[config.mk]
export PLATFORM = sky130hd
export DESIGN_NAME = async_rx
export DESIGN_NICKNAME = d
export VERILOG_FILES = /design/src/rtl/async_rx_pkg.sv /design/src/rtl/async_rx_sync.sv /design/src/rtl/async_rx_fsm.sv /design/src/rtl/async_rx_hold.sv /design/src/rtl/async_rx.sv
export SDC_FILE = /design/constraint.sdc
export NUM_CORES = 1
export LEC_CHECK = 0
export BUFFER_PORTS_ARGS = -buffer_cell sky130_fd_sc_hd__buf_2
export CAP_MARGIN = 25
export CORE_UTILIZATION = 25
export DETAILED_ROUTE_END_ITERATION = 8
export PLACE_DENSITY_LB_ADDON = 0.2
export SLEW_MARGIN = 20
export SYNTH_ARGS = -nofsm -noshare
export SYNTH_HDL_FRONTEND = slang
export SYNTH_SLANG_ARGS = --single-unit
export TNS_END_PERCENT = 5
[constraint.sdc]
create_clock -name clk -period 4.8 [get_ports clk]
set_input_delay 0.72 -clock clk [delete_from_list [all_inputs] [get_ports clk]]
set_output_delay 0.72 -clock clk [all_outputs]
set_load 0.01 [all_outputs]
[src/rtl/async_rx_pkg.sv]
package async_rx_pkg;

    localparam int DATA_W = 8;
    localparam int IDX_W  = $clog2(DATA_W);

    typedef enum logic [2:0] {
        S_IDLE  = 3'd0,
        S_START = 3'd1,
        S_DATA  = 3'd2,
        S_PAR   = 3'd3,
        S_STOP  = 3'd4
    } rx_state_t;

    typedef enum logic [1:0] {
        PM_ODD   = 2'b00,
        PM_EVEN  = 2'b01,
        PM_MARK  = 2'b10,
        PM_SPACE = 2'b11
    } par_mode_t;

    typedef struct packed {
        logic [DATA_W-1:0] data;
        logic              perr;
        logic              ferr;
    } rx_word_t;

    // Index of the last data bit for a word-length code (00 = full width).
    function automatic logic [IDX_W-1:0] last_index(input logic [1:0] wlen);
        return IDX_W'(DATA_W - 1) - IDX_W'(wlen);
    endfunction

    // Parity mismatch; the unused upper data bits are zero, so they do not count.
    function automatic logic parity_bad(input logic [DATA_W-1:0] d,
                                        input logic p,
                                        input par_mode_t mode);
        logic ones_odd;
        ones_odd = (^d) ^ p;
        unique case (mode)
            PM_ODD:  return ~ones_odd;
            PM_EVEN: return ones_odd;
            default: return 1'b0;
        endcase
    endfunction

endpackage

[src/rtl/async_rx_sync.sv]
module async_rx_sync #(
    parameter int STAGES = 2
) (
    input  logic clk,
    input  logic rst_n,
    input  logic din,
    output logic dout
);
    logic [STAGES-1:0] chain_q;

    generate
        for (genvar i = 0; i < STAGES; i++) begin : g_stage
            if (i == 0) begin : g_first
                always_ff @(posedge clk or negedge rst_n) begin
                    if (!rst_n) chain_q[0] <= 1'b1;
                    else        chain_q[0] <= din;
                end
            end else begin : g_rest
                always_ff @(posedge clk or negedge rst_n) begin
                    if (!rst_n) chain_q[i] <= 1'b1;
                    else        chain_q[i] <= chain_q[i-1];
                end
            end
        end
    endgenerate

    assign dout = chain_q[STAGES-1];
endmodule

[src/rtl/async_rx_fsm.sv]
module async_rx_fsm
    import async_rx_pkg::*;
#(
    parameter int OSR = 16
) (
    input  logic     clk,
    input  logic     rst_n,
    input  logic     os_tick,
    input  logic     rx_s,
    input  logic     carrier_ok,
    input  logic [1:0] cfg_wlen,
    input  logic     cfg_par_en,
    input  logic [1:0] cfg_par_mode,
    output logic     done,
    output rx_word_t word
);
    localparam int CNT_W = $clog2(OSR);
    localparam logic [CNT_W-1:0] MID_LAST = CNT_W'(OSR / 2 - 1);
    localparam logic [CNT_W-1:0] BIT_LAST = CNT_W'(OSR - 1);

    rx_state_t         state_q, state_d;
    logic [CNT_W-1:0]  cnt_q;
    logic [IDX_W-1:0]  idx_q;
    logic [IDX_W-1:0]  last_q;
    logic              par_en_q;
    par_mode_t         mode_q;
    logic              prev_q;
    logic [DATA_W-1:0] data_q;
    logic              perr_q;
    logic              ferr_q;
    logic              done_q;

    logic start_edge, half_hit, bit_hit;

    assign start_edge = os_tick && prev_q && !rx_s;
    assign half_hit   = os_tick && (cnt_q == MID_LAST);
    assign bit_hit    = os_tick && (cnt_q == BIT_LAST);

    // State register
    always_ff @(posedge clk or negedge rst_n) begin
        if (!rst_n) state_q <= S_IDLE;
        else        state_q <= state_d;
    end

    // Next-state logic
    always_comb begin
        state_d = state_q;
        if (!carrier_ok) begin
            state_d = S_IDLE;
        end else begin
            unique case (state_q)
                S_IDLE:  if (start_edge) state_d = S_START;
                S_START: if (half_hit)   state_d = rx_s ? S_IDLE : S_DATA;
                S_DATA:  if (bit_hit && idx_q == last_q)
                             state_d = par_en_q ? S_PAR : S_STOP;
                S_PAR:   if (bit_hit)    state_d = S_STOP;
                S_STOP:  if (bit_hit)    state_d = S_IDLE;
                default:                 state_d = S_IDLE;
            endcase
        end
    end

    // Datapath and outputs
    always_ff @(posedge clk or negedge rst_n) begin
        if (!rst_n) begin
            cnt_q    <= '0;
            idx_q    <= '0;
            last_q   <= '0;
            par_en_q <= 1'b0;
            mode_q   <= PM_ODD;
            prev_q   <= 1'b1;
            data_q   <= '0;
            perr_q   <= 1'b0;
            ferr_q   <= 1'b0;
            done_q   <= 1'b0;
        end else begin
            done_q <= 1'b0;
            if (state_q == S_IDLE) begin
                if (os_tick) prev_q <= rx_s;
                if (state_d == S_START) begin
                    cnt_q    <= '0;
                    idx_q    <= '0;
                    last_q   <= last_index(cfg_wlen);
                    par_en_q <= cfg_par_en;
                    mode_q   <= par_mode_t'(cfg_par_mode);
                    data_q   <= '0;
                    perr_q   <= 1'b0;
                    ferr_q   <= 1'b0;
                end
            end else if (carrier_ok && os_tick) begin
                unique case (state_q)
                    S_START: begin
                        if (half_hit) begin
                            cnt_q  <= '0;
                            prev_q <= rx_s;
                        end else begin
                            cnt_q <= cnt_q + 1'b1;
                        end
                    end
                    S_DATA: begin
                        if (bit_hit) begin
                            cnt_q         <= '0;
                            data_q[idx_q] <= rx_s;
                            idx_q         <= idx_q + 1'b1;
                        end else begin
                            cnt_q <= cnt_q + 1'b1;
                        end
                    end
                    S_PAR: begin
                        if (bit_hit) begin
                            cnt_q  <= '0;
                            perr_q <= parity_bad(data_q, rx_s, mode_q);
                        end else begin
                            cnt_q <= cnt_q + 1'b1;
                        end
                    end
                    S_STOP: begin
                        if (bit_hit) begin
                            cnt_q  <= '0;
                            ferr_q <= ~rx_s;
                            prev_q <= rx_s;
                            done_q <= 1'b1;
                        end else begin
                            cnt_q <= cnt_q + 1'b1;
                        end
                    end
                    default: cnt_q <= '0;
                endcase
            end
        end
    end

    assign done      = done_q;
    assign word.data = data_q;
    assign word.perr = perr_q;
    assign word.ferr = ferr_q;
endmodule

[src/rtl/async_rx_hold.sv]
module async_rx_hold
    import async_rx_pkg::*;
(
    input  logic              clk,
    input  logic              rst_n,
    input  logic              done,
    input  rx_word_t          word,
    input  logic              rd_ack,
    output logic [DATA_W-1:0] rx_data,
    output logic              rx_valid,
    output logic              rx_full,
    output logic              par_err,
    output logic              frm_err,
    output logic              ovr_err
);
    logic load, lost;

    assign load = done && (!rx_full || rd_ack);
    assign lost = done && rx_full && !rd_ack;

    always_ff @(posedge clk or negedge rst_n) begin
        if (!rst_n) begin
            rx_data  <= '0;
            rx_valid <= 1'b0;
            rx_full  <= 1'b0;
            par_err  <= 1'b0;
            frm_err  <= 1'b0;
            ovr_err  <= 1'b0;
        end else begin
            rx_valid <= load;
            if (load) begin
                rx_data <= word.data;
                par_err <= word.perr;
                frm_err <= word.ferr;
                rx_full <= 1'b1;
            end else if (rd_ack) begin
                par_err <= 1'b0;
                frm_err <= 1'b0;
                rx_full <= 1'b0;
            end
            if (lost)        ovr_err <= 1'b1;
            else if (rd_ack) ovr_err <= 1'b0;
        end
    end
endmodule

[src/rtl/async_rx.sv]
module async_rx
    import async_rx_pkg::*;
#(
    parameter int OSR         = 16,
    parameter int SYNC_STAGES = 2
) (
    input  logic       clk,
    input  logic       rst_n,
    input  logic       os_tick,
    input  logic       rx_line,
    input  logic       carrier_ok,
    input  logic [1:0] cfg_wlen,
    input  logic       cfg_par_en,
    input  logic [1:0] cfg_par_mode,
    input  logic       rd_ack,
    output logic [7:0] rx_data,
    output logic       rx_valid,
    output logic       rx_full,
    output logic       par_err,
    output logic       frm_err,
    output logic       ovr_err
);
    logic     rx_s;
    logic     done;
    rx_word_t word;

    async_rx_sync #(.STAGES(SYNC_STAGES)) u_sync (
        .clk  (clk),
        .rst_n(rst_n),
        .din  (rx_line),
        .dout (rx_s)
    );

    async_rx_fsm #(.OSR(OSR)) u_fsm (
        .clk         (clk),
        .rst_n       (rst_n),
        .os_tick     (os_tick),
        .rx_s        (rx_s),
        .carrier_ok  (carrier_ok),
        .cfg_wlen    (cfg_wlen),
        .cfg_par_en  (cfg_par_en),
        .cfg_par_mode(cfg_par_mode),
        .done        (done),
        .word        (word)
    );

    async_rx_hold u_hold (
        .clk     (clk),
        .rst_n   (rst_n),
        .done    (done),
        .word    (word),
        .rd_ack  (rd_ack),
        .rx_data (rx_data),
        .rx_valid(rx_valid),
        .rx_full (rx_full),
        .par_err (par_err),
        .frm_err (frm_err),
        .ovr_err (ovr_err)
    );
endmodule

# Word-level counts from Yosys, hierarchy flattened
# Index checks and enable logic that the tools add are counted.
[word_totals]
regBits = 43
out_inout_bits = 13
word_cells = 125
[op_classes]
n_addsub = 3
magnitude_cmp = 2
n_eq_ne = 13
mux = 53
bitwise_logic = 3
reduce_logical = 32
[op_table]
columns = ["op", "count"]
rows = [
  ["$mux W8", 5],
  ["$mux W3", 12],
  ["$mux W1", 24],
  ["$mux W4", 5],
  ["$pmux W3 S5", 1],
  ["$reduce_bool A2 Y1", 7],
  ["$reduce_and A4 Y1", 3],
  ["$logic_and A1 B1 Y1", 10],
  ["$bwmux W8", 1],
  ["$pmux W4 S2", 1],
  ["$reduce_xor A8 Y1", 1],
  ["$eq A3 B1 Y1 const B", 2],
  ["$eq A3 B2 Y1 const B", 2],
  ["$ne A3 B1 Y1 const B", 2],
  ["$reduce_and A5 Y1", 1],
  ["$add A4 B1 Y4 const B", 1],
  ["$eq A4 B3 Y1 const B", 1],
  ["$eq A4 B4 Y1 const B", 1],
  ["$lt A3 B4 Y1 const B", 1],
  ["$ne A2 B2 Y1 const B", 2],
  ["$pmux W1 S2", 2],
  ["$reduce_and A2 Y1", 2],
  ["$add A3 B1 Y3 const B", 1],
  ["$demux W1 S3", 1],
  ["14 further kinds", 17],
]

# Longest topological paths before layout
[logic_depth]
word_depth = 9
mapped_depth = 7
mapped_depth_nobuf = 6

# Modules after synthesis
# From an unflattened synthesis, not the netlist that was laid out.
[hier_totals]
hier_cells = 205
area_unflattened_um2 = 2268.4
[modules_own_cells]
columns = ["module", "instances", "cells_each", "area_each_um2", "seq_area_each_um2"]
rows = [
  ["async_rx_fsm", 1, 172, 1705.4, 701.9],
  ["async_rx_hold", 1, 31, 510.5, 325.3],
  ["async_rx_sync", 1, 2, 52.6, 52.6],
]

# Worst setup path before layout
# No wires, ideal clock.
[synth_path]
kind = "input-to-reg"
from = "in os_tick"
to = "reg u_fsm.ferr_q"
setup_ns = 0.120
t_arrival_ns = 1.639
t_required_ns = 4.680
slack_ns = 3.040
path_stages = 5
n_path_buf = 0
cell_sequence = "and3_1 > and2_1 > and3_1 > a32o_1 > a31o_2"
[synth_between]
elab_chain_len = 8
word_cells_on_any_way = 18
classes_between = "eq/ne (2); mux (7); reduce/logical (9)"
[synth_rtl]
columns = ["element", "line", "text"]
rows = [
  ["from (decl)", "async_rx.sv:9", "input logic os_tick,"],
  ["$logic_and A1 B1 Y1, on equally long branches", "async_rx_fsm.sv:37, async_rx_fsm.sv:35", ""],
  ["$logic_and A1 B1 Y1, on equally long branches", "async_rx_fsm.sv:54, async_rx_fsm.sv:35", ""],
  ["$mux W3, on equally long branches", "async_rx_fsm.sv:54, async_rx_fsm.sv:52", ""],
  ["$pmux W3 S5", "async_rx_fsm.sv:51", "unique case (state_q)"],
  ["$mux W3", "async_rx_fsm.sv:48", "if (!carrier_ok) begin"],
  ["$eq A3 B1 Y1", "async_rx_fsm.sv:80", "if (state_d == S_START) begin"],
  ["$ne A2 B2 Y1 (no source line)", "n/a", ""],
  ["$reduce_and A4 Y1 (no source line) (*)", "n/a", ""],
  ["to (signal assigned)", "async_rx_fsm.sv:120", "ferr_q <= ~rx_s;"],
  ["to (decl)", "async_rx_fsm.sv:30", "logic ferr_q;"],
]
# Mark *: on every way between the ends. The rest lies on a longest branch, timed or not.
# A chain may end at the register's enable or synchronous reset.

# Worst setup path in the final report
[layout_path]
from = "reg u_fsm.state_q[0]"
to = "reg u_fsm.ferr_q"
[layout_between]
elab_chain_len = 6
word_cells_on_any_way = 19
classes_between = "eq/ne (6); mux (8); reduce/logical (5)"
[layout_rtl]
columns = ["element", "line", "text"]
rows = [
  ["from (decl)", "async_rx_fsm.sv:21", "rx_state_t state_q, state_d;"],
  ["from (signal assigned)", "async_rx_fsm.sv:42", "else state_q <= state_d;"],
  ["$eq A3 B3 Y1, or another cell as far along", "async_rx_fsm.sv:51, async_rx_fsm.sv:91", ""],
  ["$pmux W3 S5", "async_rx_fsm.sv:51", ""],
  ["$mux W3", "async_rx_fsm.sv:48", ""],
  ["$eq A3 B1 Y1", "async_rx_fsm.sv:80", ""],
  ["$ne A2 B2 Y1 (no source line)", "n/a", ""],
  ["$reduce_and A4 Y1 (no source line)", "n/a", ""],
]
# Several ways; a longest one is shown, not always the timed one.

==> impl_metrics.json <==
{
  "status": "finished, final reports clean",
  "p_sw_share_pct": 25.0,
  "diodes": 0,
  "vias_per_cell": 4.58,
  "grtUsageTotal_pct": 11.0,
  "grt_max_degree": 44,
  "final_util_pct": 30.0,
  "yosysSeqAreaShare_pct": 49.5,
  "total_power_mw": 0.796,
  "dr.pass1.iters": 4,
  "critPathKind": "register to register",
  "relSlewSlack_pct": 48.7,
  "layout.nets": 240,
  "vdd_drop_max_uv": 93.4,
  "synth_most_common_cell": "dfrtp_1",
  "drtIter0Drc": 79,
  "internal_power_mw": 0.597,
  "synth.ff_latch_count": 43,
  "ys_warn_count": 0,
  "yosys.area_share.simple_pct": 20.1,
  "clockPowerShare_pct": 37.3,
  "dp_cells": 325,
  "hold_path.class": "register to register",
  "synth_ff_type": "dfrtp_1",
  "setup_tns_ns": 0,
  "finalSetupViolCount": 0,
  "fmax_ghz": 0.522,
  "cap_violations": 0,
  "wirelength_um": 4490,
  "placed_area_mm2": 0.00238,
  "synthMuxAreaShare_pct": 7.11,
  "synth_xor_area_share_pct": 5.62,
  "netlist_instances": 207,
  "synth-compound-area-share_pct": 13.7,
  "core_area_mm2": 0.00834,
  "seqCellArea_mm2": 0.00108,
  "endpoint_kind": "register",
  "multiInputGateArea_mm2": 0.00104,
  "finalMaxSlewViolations": 0,
  "worst_pin_slew_ns": 0.764,
  "vias": 1524,
  "clockRootBuffer": "clkbuf_8",
  "avgSynthCellArea_um2": 10.5,
  "power_density_mw_per_mm2": 318,
  "postCtsResizedCells": 0,
  "initial_core_util_pct": 26.1,
  "rsz0062_at_grt": "false",
  "final_area_mm2": 0.00250,
  "synth_top_area_cell": "dfrtp_1",
  "die_x_um": 95.4,
  "synth_common_cells": "40 x dfrtp_1, 19 x nand2_1, 19 x o21ai_0",
  "antenna_found_initial": 0,
  "yosys.area.top_type_share_pct": 45.9,
  "route.detailed.drc": 0,
  "crit_path_max_fanout": 14,
  "drive_gt1_share_pct": 25.0,
  "num-fill-cells": 876,
  "insertion_delay_ns": 0.30,
  "row_count": 33,
  "start_kind": "register",
  "synth_top_family_by_area": "simple AND/OR/NAND/NOR gates",
  "cts_max_path_buffers": 2,
  "cts_tree": "built",
  "hpwl_um": 3180,
  "h-tree-depth": 2,
  "seqPwrFrac_pct": 51.5,
  "grt_pass1_vias": 1551,
  "required_ns": 5.00,
  "wire_per_inst_um": 13.5,
  "p_leak_nw": 1.15,
  "synth-edff-count": 0,
  "gp_congestion": 0.814,
  "fp.dieArea_mm2": 0.00910,
  "synth.distinct_cells": 46,
  "clk_pin_slew_ns": 0.09,
  "netlist_area_mm2": 0.00218,
  "hold_buffers": 0,
  "grt_first_pass_wirelength_um": 7730,
  "combPwrFrac_pct": 11.2,
  "pre_cts_ws_ns": 2.68,
  "synth_nets": 220,
  "setup_slack_ns": 2.88,
  "postCtsSetupRepairBufs": 0,
  "holdWs_ns": 0.358,
  "area_delta_synth_final_pct": 14.7,
  "numCtsBuffers": 5,
  "portBuffers": 23,
  "numClockSinks": 43,
  "fin_skew_ns": 0.00826,
  "synthTopCellsByArea": "dfrtp_1 46%, mux2_2 6.2%, o21ai_0 4.4%, xnor2_1 4.0%, dfstp_2 3.6%",
  "power_switching_mw": 0.199,
  "hold_viol_final": 0,
  "finalCriticalPeriod_ns": 1.92,
  "die-height_um": 95.4,
  "timing.final.crit_share_pct": 39.9,
  "ant_nets": 0,
  "overflow": 0,
  "layout.cells.non_filler": 333,
  "cp.arrival_ns": 2.11,
  "ios": 24,
  "async_reset_ff_share_pct": 100,
  "synthAdderAreaFrac_pct": 1.15
}
==> registers in the layout, indices dropped and copies added, names as in the netlist, 2 cells and up <==
| signal | cells |
|---|---|
| u_fsm.cnt_q | 4 |
| u_fsm.idx_q | 3 |
| u_fsm.mode_q | 2 |
| u_fsm.data_q | 8 |
| u_fsm.last_q | 3 |
| u_hold.rx_data | 8 |
| u_fsm.state_q | 3 |
==> final cells by class <==
cell class,count,share of cell area (%)
clock inverter,2,1.40
inverter,4,0.600
sequential,43,43.2
multi-input combinational,150,41.6
clock buffer,6,3.30
tap,105,5.25
timing repair buffer,23,4.70
==> final timing paths <==
path,from,end,slack [ns],cells past startpoint
worst max register to register,u_fsm.state_q[0]$_DFF_PN0_,u_fsm.ferr_q$_DFFE_PN0P_,2.88,4
min in group asynchronous,rst_n,u_fsm.cnt_q[2]$_DFFE_PN0P_,0.40,1
max in group asynchronous,rst_n,u_fsm.prev_q$_DFFE_PN1P_,4.01,1
worst min register to register,u_sync.chain_q[0]$_DFF_PN1_,u_sync.dout$_DFF_PN1_,0.36,0
worst max-delay path,u_fsm.state_q[0]$_DFF_PN0_,u_fsm.ferr_q$_DFFE_PN0P_,2.88,4
worst min-delay path,u_sync.chain_q[0]$_DFF_PN1_,u_sync.dout$_DFF_PN1_,0.36,0
==> layout by cell type, fill, tap and decap left out, types with 3 or more instances in the layout <==
| cell type | count |
|---|---|
| mux2_2 | 12 |
| nor2b_1 | 8 |
| dfstp_2 | 3 |
| a22o_1 | 4 |
| nand2b_1 | 7 |
| nor2_1 | 8 |
| nor3_1 | 8 |
| and2_1 | 3 |
| nand3_1 | 7 |
| a21oi_1 | 7 |
| xnor2_1 | 10 |
| nand2_1 | 19 |
| buf_2 | 22 |
| o21ai_0 | 19 |
| xor2_1 | 4 |
| dfrtp_1 | 40 |
| clkbuf_8 | 6 |
| inv_1 | 4 |
==> critical path: stages, from the launching register on <==
cell and delay (ns):
dfrtp_1 0.54, nor3_1 0.70, a21oi_1 0.12, a32o_1 0.24
a31o_2 0.21
==> power by group through the flow <==
stage | Sequential [mW] | Combinational [mW] | Clock, mW
3_3_place_gp | 0.418 | 0.0903 | 0
4_1_cts | 0.411 | 0.0917 | 0.309
6_report | 0.410 | 0.0890 | 0.297
5_1_grt | 0.415 | 0.102 | 0.321
2_1_floorplan | 0.408 | 0.0698 | 0
3_5_place_dp | 0.418 | 0.0910 | 0
==> cells by family after synthesis <==
kind of cell             count (synthesis)
AO/OA/AOI/OAI                           46
XOR/XNOR                                14
adder cells (fa/ha/maj)                  2
buffers and inverters                   14
flip-flops                              43
multiplexers                            14
AND/OR/NAND/NOR                         74
==> per-layer routing <==
| layer | track usage [%] | share of wire [%] |
|---|---|---|
| met1 | 15.8 | 51 |
| met2 | 16.6 | 44 |
| met5 | 0 | 0 |
| met4 | 3.73 | 1.6 |
| met3 | 2.07 | 3.1 |
(Power assumes the default switching activity.)
